File: config.mk
export PLATFORM = sky130hd
export DESIGN_NAME = rtc_bcd_calendar
export DESIGN_NICKNAME = d
export VERILOG_FILES = /design/src/rtl/rtc_cal_pkg.sv /design/src/rtl/rtc_tick_div.sv /design/src/rtl/rtc_time_chain.sv /design/src/rtl/rtc_date_chain.sv /design/src/rtl/rtc_bcd_calendar.sv
export SDC_FILE = /design/constraint.sdc
export NUM_CORES = 1
export LEC_CHECK = 0
export BUFFER_PORTS_ARGS = -buffer_cell sky130_fd_sc_hd__buf_2
export CORE_MARGIN = 2
export CORE_UTILIZATION = 40
export CTS_BUF_LIST = sky130_fd_sc_hd__clkbuf_8
export DETAILED_ROUTE_END_ITERATION = 6
export SLEW_MARGIN = 20
export SYNTH_ARGS = -nofsm -noshare
export SYNTH_HDL_FRONTEND = slang
export SYNTH_SLANG_ARGS = --single-unit
File: constraint.sdc
create_clock -name clk -period 4.27 [get_ports clk]
set_input_delay 0.854 -clock clk [delete_from_list [all_inputs] [get_ports clk]]
set_output_delay 0.854 -clock clk [all_outputs]
set_load 0.01 [all_outputs]
File: src/rtl/rtc_cal_pkg.sv
package rtc_cal_pkg;
  typedef logic [7:0] bcd8_t;

  typedef enum logic [2:0] {
    FLD_SEC   = 3'd0,
    FLD_MIN   = 3'd1,
    FLD_HOUR  = 3'd2,
    FLD_DOW   = 3'd3,
    FLD_DATE  = 3'd4,
    FLD_MONTH = 3'd5,
    FLD_YEAR  = 3'd6
  } field_sel_e;

  localparam bcd8_t SEC_MASK   = 8'h7F;
  localparam bcd8_t MIN_MASK   = 8'h7F;
  localparam bcd8_t HOUR_MASK  = 8'h7F;
  localparam bcd8_t DOW_MASK   = 8'h07;
  localparam bcd8_t DATE_MASK  = 8'h3F;
  localparam bcd8_t MONTH_MASK = 8'h1F;
  localparam bcd8_t YEAR_MASK  = 8'hFF;

  // Add one to a two-digit packed BCD value (no range wrap).
  function automatic bcd8_t bcd_inc(bcd8_t v);
    if (v[3:0] >= 4'd9) return {v[7:4] + 4'd1, 4'd0};
    return {v[7:4], v[3:0] + 4'd1};
  endfunction

  // Ten mod 4 is 2, so an odd tens digit shifts the ones digit by 2.
  function automatic logic leap_year(bcd8_t y);
    logic [3:0] s;
    s = y[3:0] + (y[4] ? 4'd2 : 4'd0);
    return s[1:0] == 2'b00;
  endfunction

  function automatic bcd8_t last_date(bcd8_t m, bcd8_t y);
    case (m)
      8'h02:                      return leap_year(y) ? 8'h29 : 8'h28;
      8'h04, 8'h06, 8'h09, 8'h11: return 8'h30;
      default:                    return 8'h31;
    endcase
  endfunction
endpackage

File: src/rtl/rtc_tick_div.sv
module rtc_tick_div #(
  parameter int SUB_PER_SEC = 4
) (
  input  logic clk,
  input  logic rst_n,
  input  logic sub_tick,
  input  logic restart,
  output logic sec_pulse
);
  localparam int CNT_W = (SUB_PER_SEC > 1) ? $clog2(SUB_PER_SEC) : 1;
  localparam logic [CNT_W-1:0] LAST = CNT_W'(SUB_PER_SEC - 1);

  logic [CNT_W-1:0] cnt;
  logic             at_last;

  assign at_last   = (cnt == LAST);
  assign sec_pulse = sub_tick && at_last && !restart;

  always_ff @(posedge clk) begin
    if (!rst_n)        cnt <= '0;
    else if (restart)  cnt <= '0;
    else if (sub_tick) cnt <= at_last ? '0 : cnt + 1'b1;
  end

  assert_phase_restart_R7: assert property (@(posedge clk) disable iff (!rst_n)
    restart |=> (cnt == '0));

  assert_subtick_count_R9: assert property (@(posedge clk) disable iff (!rst_n)
    (sub_tick && !restart && !at_last) |=> (cnt == $past(cnt) + 1'b1));
endmodule

File: src/rtl/rtc_time_chain.sv
module rtc_time_chain
  import rtc_cal_pkg::*;
(
  input  logic       clk,
  input  logic       rst_n,
  input  logic       sec_pulse,
  input  logic       wr_en,
  input  logic [2:0] wr_sel,
  input  bcd8_t      wr_data,
  output bcd8_t      sec,
  output bcd8_t      min,
  output bcd8_t      hour,
  output logic       day_adv
);
  logic  sec_wr, min_wr, hour_wr;
  logic  sec_roll, min_step, min_roll, hour_step;
  bcd8_t hour_nxt, h12_inc, h24_inc;
  logic  hour_carry;

  assign sec_wr  = wr_en && (wr_sel == FLD_SEC);
  assign min_wr  = wr_en && (wr_sel == FLD_MIN);
  assign hour_wr = wr_en && (wr_sel == FLD_HOUR);

  assign sec_roll  = sec_pulse && (sec == 8'h59);
  assign min_step  = sec_roll && !sec_wr;
  assign min_roll  = min_step && (min == 8'h59);
  assign hour_step = min_roll && !min_wr;

  assign h12_inc = bcd_inc({3'b000, hour[4:0]});
  assign h24_inc = bcd_inc({2'b00, hour[5:0]});

  always_comb begin
    hour_nxt   = hour;
    hour_carry = 1'b0;
    if (hour[6]) begin
      case (hour[4:0])
        5'h11: begin
          hour_nxt   = {2'b01, ~hour[5], 5'h12};
          hour_carry = hour[5];
        end
        5'h12:   hour_nxt = {2'b01, hour[5], 5'h01};
        default: hour_nxt = {2'b01, hour[5], h12_inc[4:0]};
      endcase
    end else if (hour[5:0] == 6'h23) begin
      hour_nxt   = 8'h00;
      hour_carry = 1'b1;
    end else begin
      hour_nxt = {2'b00, h24_inc[5:0]};
    end
  end

  assign day_adv = hour_step && hour_carry && !hour_wr;

  always_ff @(posedge clk) begin
    if (!rst_n) begin
      sec  <= 8'h00;
      min  <= 8'h00;
      hour <= 8'h00;
    end else begin
      if (sec_wr)         sec <= wr_data & SEC_MASK;
      else if (sec_pulse) sec <= sec_roll ? 8'h00 : bcd_inc(sec);

      if (min_wr)        min <= wr_data & MIN_MASK;
      else if (min_step) min <= min_roll ? 8'h00 : bcd_inc(min);

      if (hour_wr)        hour <= wr_data & HOUR_MASK;
      else if (hour_step) hour <= hour_nxt;
    end
  end

  assert_sec_wrap_R1: assert property (@(posedge clk) disable iff (!rst_n)
    (sec_pulse && !sec_wr && sec == 8'h59) |=> (sec == 8'h00));

  assert_min_digit_carry_R1: assert property (@(posedge clk) disable iff (!rst_n)
    (sec_pulse && !sec_wr && !min_wr && sec == 8'h59 && min == 8'h09) |=> (min == 8'h10));

  assert_h24_wrap_R2: assert property (@(posedge clk) disable iff (!rst_n)
    (hour_step && !hour_wr && !hour[6] && hour[5:0] == 6'h23) |=> (hour == 8'h00));

  assert_h12_meridiem_R3: assert property (@(posedge clk) disable iff (!rst_n)
    (hour_step && !hour_wr && hour[6] && hour[4:0] == 5'h11) |=> (hour[5] != $past(hour[5])));

  assert_written_min_holds_R8: assert property (@(posedge clk) disable iff (!rst_n)
    (min_wr && sec_pulse) |=> (min == ($past(wr_data) & MIN_MASK)));
endmodule

File: src/rtl/rtc_date_chain.sv
module rtc_date_chain
  import rtc_cal_pkg::*;
(
  input  logic       clk,
  input  logic       rst_n,
  input  logic       day_adv,
  input  logic       wr_en,
  input  logic [2:0] wr_sel,
  input  bcd8_t      wr_data,
  output bcd8_t      dow,
  output bcd8_t      date,
  output bcd8_t      month,
  output bcd8_t      year
);
  logic  dow_wr, date_wr, mon_wr, yr_wr;
  logic  date_roll, mon_step, mon_roll, yr_step;
  bcd8_t month_end;

  assign dow_wr  = wr_en && (wr_sel == FLD_DOW);
  assign date_wr = wr_en && (wr_sel == FLD_DATE);
  assign mon_wr  = wr_en && (wr_sel == FLD_MONTH);
  assign yr_wr   = wr_en && (wr_sel == FLD_YEAR);

  assign month_end = last_date(month, year);
  assign date_roll = day_adv && (date >= month_end);
  assign mon_step  = date_roll && !date_wr;
  assign mon_roll  = mon_step && (month >= 8'h12);
  assign yr_step   = mon_roll && !mon_wr;

  always_ff @(posedge clk) begin
    if (!rst_n) begin
      dow   <= 8'h01;
      date  <= 8'h01;
      month <= 8'h01;
      year  <= 8'h00;
    end else begin
      if (dow_wr)       dow <= wr_data & DOW_MASK;
      else if (day_adv) dow <= (dow >= 8'h07) ? 8'h01 : dow + 8'd1;

      if (date_wr)      date <= wr_data & DATE_MASK;
      else if (day_adv) date <= date_roll ? 8'h01 : bcd_inc(date);

      if (mon_wr)        month <= wr_data & MONTH_MASK;
      else if (mon_step) month <= mon_roll ? 8'h01 : bcd_inc(month);

      if (yr_wr)        year <= wr_data & YEAR_MASK;
      else if (yr_step) year <= (year == 8'h99) ? 8'h00 : bcd_inc(year);
    end
  end

  assert_dow_wrap_R5: assert property (@(posedge clk) disable iff (!rst_n)
    (day_adv && !dow_wr && dow == 8'h07) |=> (dow == 8'h01));

  assert_month_end_R4: assert property (@(posedge clk) disable iff (!rst_n)
    (day_adv && !date_wr && date >= month_end) |=> (date == 8'h01));

  assert_feb_leap_R4: assert property (@(posedge clk) disable iff (!rst_n)
    (day_adv && !date_wr && month == 8'h02 && date == 8'h28 && leap_year(year))
      |=> (date == 8'h29));
endmodule

File: src/rtl/rtc_bcd_calendar.sv
module rtc_bcd_calendar
  import rtc_cal_pkg::*;
#(
  parameter int SUB_PER_SEC = 4
) (
  input  logic       clk,
  input  logic       rst_n,
  input  logic       sub_tick,
  input  logic       wr_en,
  input  logic [2:0] wr_addr,
  input  logic [7:0] wr_data,
  output logic       sub_phase_clr,
  output logic [7:0] sec_o,
  output logic [7:0] min_o,
  output logic [7:0] hour_o,
  output logic [7:0] dow_o,
  output logic [7:0] date_o,
  output logic [7:0] month_o,
  output logic [7:0] year_o
);
  logic sec_pulse, day_adv;

  assign sub_phase_clr = wr_en && (wr_addr == FLD_SEC);

  rtc_tick_div #(.SUB_PER_SEC(SUB_PER_SEC)) div_i (
    .clk(clk), .rst_n(rst_n), .sub_tick(sub_tick),
    .restart(sub_phase_clr), .sec_pulse(sec_pulse)
  );

  rtc_time_chain time_i (
    .clk(clk), .rst_n(rst_n), .sec_pulse(sec_pulse),
    .wr_en(wr_en), .wr_sel(wr_addr), .wr_data(wr_data),
    .sec(sec_o), .min(min_o), .hour(hour_o), .day_adv(day_adv)
  );

  rtc_date_chain date_i (
    .clk(clk), .rst_n(rst_n), .day_adv(day_adv),
    .wr_en(wr_en), .wr_sel(wr_addr), .wr_data(wr_data),
    .dow(dow_o), .date(date_o), .month(month_o), .year(year_o)
  );

  assert_unused_bits_zero_R6: assert property (@(posedge clk) disable iff (!rst_n)
    (sec_o[7] == 1'b0) && (min_o[7] == 1'b0) && (hour_o[7] == 1'b0) &&
    (dow_o[7:3] == 5'd0) && (date_o[7:6] == 2'd0) && (month_o[7:5] == 3'd0));

  assert_dow_write_masked_R6: assert property (@(posedge clk) disable iff (!rst_n)
    (wr_en && wr_addr == 3'd3) |=> (dow_o == ($past(wr_data) & DOW_MASK)));
endmodule

* Word-level counts from Yosys, hierarchy flattened
Cells that the tools add are included.
** Storage, ports and cells
- Input port bits :: 15
- Output and inout bits :: 57
- Word-level logic and storage cells :: 195
- Bits in registers :: 58
** Operators by class
- Eq/ne operators :: 21
- Bitwise operators :: 2
- Magnitude comparators :: 9
- Add/sub/neg operators :: 16
- Multiplexer cells :: 65
- Reduce and logical (&&, ||, !) cells :: 61
** Operators with widths (count)
- 8-bit two-way mux :: 18
- 7-bit two-way mux :: 7
- 4-bit by 1-bit adder with 4-bit output (second input constant) :: 11
- 6-bit two-way mux :: 5
- 1-bit two-way mux :: 25
- 4-bit greater-or-equal comparator (second input constant) :: 6
- 2-bit nonzero test :: 11
- 5-bit two-way mux :: 4
- 1-bit logical AND :: 19
- 2-bit AND reduction :: 9
- 8-bit by 3-bit == test with 1-bit output (second input constant) :: 2
- 8-bit by 7-bit == test with 1-bit output (second input constant) :: 2
- 8-bit one-hot mux with 2 select lines :: 1
- 3-bit nonzero test :: 5
- 6-bit one-hot mux with 2 select lines :: 1
- 2-bit OR reduction :: 6
- 5-bit == test (second input constant) :: 2
- 3-bit == test (second input constant) :: 3
- 8-bit by 1-bit adder with 8-bit output (second input constant) :: 1
- 8-bit by 2-bit == test with 1-bit output (second input constant) :: 1
- 8-bit by 4-bit == test with 1-bit output (second input constant) :: 1
- 8-bit by 5-bit == test with 1-bit output (second input constant) :: 1
- 8-bit == test (second input constant) :: 1
- 8-bit by 3-bit greater-or-equal comparator with 1-bit output (second input constant) :: 1
- 21 further kinds :: 31

* Longest topological paths before layout
- Word-level depth :: 21
- Gate-level depth with buffers :: 14
- Depth with buffers taken out :: 14

* By module
Synthesis repeated with hierarchy kept, for this count alone.
** Unflattened totals
- Cells, all modules :: 482
- Area, all modules :: 3981.3 sq um
** By module, submodules not included
- rtc_date_chain :: times used 1, area an instance 2203.4 sq um, seq. area each 640.6 sq um, cells each 264
- rtc_time_chain :: times used 1, area an instance 1659.1 sq um, seq. area each 460.4 sq um, cells each 206
- rtc_tick_div :: times used 1, area an instance 103.8 sq um, seq. area each 40.0 sq um, cells each 11
- rtc_bcd_calendar :: times used 1, area an instance 15.0 sq um, seq. area each 0.0 sq um, cells each 1

* Least setup slack after synthesis
No wires, ideal clock.
- Path kind :: reg2reg
- Start point :: register date_i.month[3]
- End point :: register date_i.year[6]
- Path buffers :: 1
- Arrival :: 2841 ps
- Required time :: 4151 ps
- Period minus slack after synthesis :: 2960 ps
- Setup time :: 119 ps
- Cell stages (with the launch flop) :: 13
- Setup slack :: 1310 ps
- Cells stage by stage :: dfxtp_1 -> clkbuf_1 -> mux2_2 -> nand2_1 -> o21ai_0 -> a21oi_1 -> ha_1 -> a21o_1 -> a211o_1 -> o21ai_0 -> or4_1 -> o41ai_1 -> o221a_1
** Between the ends
- Word-level cells in the longest chain between the ends :: 10
- Elaborated cells on any way between the ends :: 15
- Classes of those cells :: order compare (2); eq/ne (5); mux (1); reduce/logical (7)
** RTL lines
- start, declared :: RTL line rtc_date_chain.sv:12 : output bcd8_t month,
- start signal, assigned :: RTL line rtc_date_chain.sv:43 : if (mon_wr) month <= wr_data & MONTH_MASK;
- start signal, assigned :: RTL line rtc_date_chain.sv:44 : else if (mon_step) month <= mon_roll ? 8'h01 : bcd_inc(month);
- 8-bit by 3-bit == test with 1-bit output, or another cell as far along :: RTL line rtc_cal_pkg.sv:36 : case (m)
- 4-bit OR reduction :: RTL line rtc_cal_pkg.sv:36
- 8-bit one-hot mux with 2 select lines :: RTL line rtc_cal_pkg.sv:36
- 8-bit greater-or-equal comparator :: RTL line rtc_date_chain.sv:25 : assign date_roll = day_adv && (date >= month_end);
- 1-bit logical AND :: RTL line rtc_date_chain.sv:25
- 1-bit logical AND :: RTL line rtc_date_chain.sv:26 : assign mon_step = date_roll && !date_wr;
- 1-bit logical AND * :: RTL line rtc_date_chain.sv:27 : assign mon_roll = mon_step && (month >= 8'h12);
- 1-bit logical AND * :: RTL line rtc_date_chain.sv:28 : assign yr_step = mon_roll && !mon_wr;
- 2-bit nonzero test (no source line) *
- 2-bit AND reduction (no source line) *
- end signal, assigned :: RTL line rtc_date_chain.sv:46 : if (yr_wr) year <= wr_data & YEAR_MASK;
- end signal, assigned :: RTL line rtc_date_chain.sv:47 : else if (yr_step) year <= (year == 8'h99) ? 8'h00 : bcd_inc(year);
- end, declared :: RTL line rtc_date_chain.sv:13 : output bcd8_t year
Every way passes the cells marked *; elsewhere a longest branch is shown, timed or not.
A chain may end at the register's enable or synchronous reset.

* Worst setup path after layout
- Start point :: register date_i.month[4]
- End point :: register date_i.year[6]
Same word-level chain as after synthesis.

==> flow_summary.ini <==
[power]
p_switching_uw = 314
p_per_area_nw_per_um2 = 266
cellLeakagePower_uw = 0.00185
pwr-share-comb_pct = 10.1
share_seq_of_total_power_pct = 47.9
p_sw_share_pct = 26.6
clockPowerShare_pct = 41.9
ir_worst_vdd_mv = 0.168
p_int_uw = 868

[global_routing]
grt_pass1_vias = 3577
grt_max_degree = 29
antenna_found_initial = 0
gr-total-overflow = 0
track_usage_pct = 22.2
grt_pass1_wl_um = 18000

[logic_synthesis]
synth.area.top_cells = dfxtp_1 (30%), ha_1 (12%), nand2_1 (6.6%)
synth_common_cells = nand2_1 (67), dfxtp_1 (57), o21ai_0 (40)
synth_ff_type = dfxtp_1
yosys.cell_types.count = 58
yosys.area.top_type_share_pct = 29.9
synth-edff-count = 0
syn_avg_cell_area_um2 = 7.63
yosys.cell_count.top_type = nand2_1
synthArstFlopShare_pct = 0
yosys_register_bits = 57
syn_nets = 551
synth_area_leader_cell = dfxtp_1
yosysWarnings = 0
ys_seq_area_share_pct = 29.9
syn-cell-area_um2 = 3820
syn_inst = 500

[cts]
cts_tree = done
cts.path.max_buffers = 2
cts_root_buf = clkbuf_8
cts_hold_buf = 0
cts_buffers = 9
htreeDepth = 3
post-cts-setup-buffer-count = 0
clk_pin_slew_ns = 0.07
cts_sinks = 57
clock_latency_ns = 0.34
cts.repair.resized = 0

[placement]
numPortBuffers = 70
hpwl_um = 7990
finalWeightedCongestion = 0.860

[timing]
setup_tns_ns = 0
finalHoldViolations = 0
timing.final.crit_share_pct = 79.4
rsz0062_at_grt = false
slew_headroom_pct = 41.6
fin_crit_ns = 3.39
fin_skew_ns = 0.00772
worst_pin_slew_ns = 0.869
finalMaxSlewViolations = 0
setup_viol = 0
holdWs_ns = 0.479
fmax_mhz = 295

[cells_and_area]
syn2layout_area_growth_pct = 16.6
fin_util_pct = 48.1
multi_input_area_um2 = 2470
regArea_um2 = 1140
fin_nets = 615
fillCellCount = 970
final_layout_size_suffix_gt1_share_pct = 16.5
antennaDiodeCount = 0

[detailed_routing]
wl_um = 11100
first_pass_iters = 5
routed_via_density = 5.63
num_vias = 3933
wl_per_cell_um = 15.9
ant_nets = 0
drt_drc_violations_left = 0
drt_iter0_drc = 155

[setup_path]
end_kind = flip-flop
worstPathMaxFanout = 6
cp.required_ns = 4.55
start_kind = flip-flop
worst_ep_arrival_time_ns = 3.67
crit_type = flip-flop to flip-flop

[die]
fp.dieW_um = 102
num_rows = 35
ios = 72
fp.dieArea_um2 = 10300
die_h_um = 102
start_util_pct = 41.3
core_area_um2 = 9240

[flow_run]
drv_cap = 0

[min_path]
hp-class = flip-flop to flip-flop

[outcome]
status = complete, no violations
## metal layers
layer / wire (um) / up-vias / share of wire [%] / track usage (%)
met5: 0 / - / 0 / 0
met4: 177 / 0 / 1.6 / 7.38
met3: 569 / 11 / 5.1 / 3.93
met2: 5180 / 93 / 47 / 35.5
met1: 5160 / 1880 / 47 / 30.2
li1: - / 1949 / - / -
## worst max-delay path, stage by stage, from the launching register on
cell and delay (ns):
dfxtp_1 0.40, inv_1 0.08, ha_1 0.20, mux2_2 0.26
nand2_1 0.06, o21ai_0 0.11, a21oi_1 0.18, ha_1 0.26
a21o_1 0.20, a211o_1 0.32, o21ai_0 0.62, nor4_2 0.17
a21boi_0 0.23, o221a_1 0.21
## final cells by class
type / instances / area share, %
clock buffers: 10 / 3.09
well taps: 129 / 3.63
inverters: 31 / 2.62
clock inverters: 6 / 1.15
multi-input cells: 393 / 55.6
repair buffers: 72 / 8.21
flip-flops and latches: 57 / 25.7
## worst paths after layout
check	start	endpoint	slack, ns	cells after the start
worst max register to register	date_i.month[4]$_SDFFE_PN0P_	date_i.year[6]$_SDFFE_PN0P_	0.88	13
worst min register to register	date_i.month[6]$_SDFFE_PP0P_	date_i.month[6]$_SDFFE_PP0P_	0.48	2
worst min-delay path	date_i.month[6]$_SDFFE_PP0P_	date_i.month[6]$_SDFFE_PP0P_	0.48	2
worst max-delay path	date_i.month[4]$_SDFFE_PN0P_	date_i.year[6]$_SDFFE_PN0P_	0.88	13
## placed cells by master, fill, tap and decap left out, types with 14 or more instances in the layout
cell type  synthesis  final
buf_2              1     70
nand2_1           67     67
dfxtp_1           57     57
o21ai_0           40     40
nor2_1            39     39
nand3_1           38     38
ha_1              36     36
inv_1             29     32
a21oi_1           27     27
a31oi_1           18     18
nor3_1            14     14
## registers in the layout, summed over array words and instances, names as in the netlist
register,count
time_i.hour,7
date_i.month,8
date_i.year,8
time_i.min,8
time_i.sec,8
div_i.cnt,2
date_i.dow,8
date_i.date,8
## cell families (layout without fill, tap and decap cells)
logic type / after synthesis / after routing / synth area share [%]
flip-flops: 57 / 57 / 29.9
XOR/XNOR: 5 / 5 / 1.15
buffers and inverters: 50 / 119 / 5.25
other: 1 / 1 / 0.0983
adder cells (fa/ha/maj): 36 / 36 / 11.8
AO/OA/AOI/OAI: 124 / 124 / 20.2
AND/OR/NAND/NOR: 220 / 220 / 29.7
multiplexers: 7 / 7 / 1.90
## through the flow
stage / total power (uW) / area (um^2) / setup WS, ns / std cells
after floorplan: 648 / 3820 / 1.31 / 500
after global placement: 694 / 4260 / 0.946 / 682
after detailed placement: 697 / 4260 / 0.865 / 682
after CTS: 1190 / 4450 / 0.894 / 698
after global routing: 1240 / 4450 / 0.560 / 698
final: 1180 / 4450 / 0.882 / 698
## power by group through the flow
stage	sequential, uW	clock, uW	combinational, uW
finish	567	496	120
global route	569	534	134
CTS	566	508	119
detailed placement	578	0	119
global placement	578	0	116
floorplan	579	0	68.8
Power figures use the tool's default switching activity.
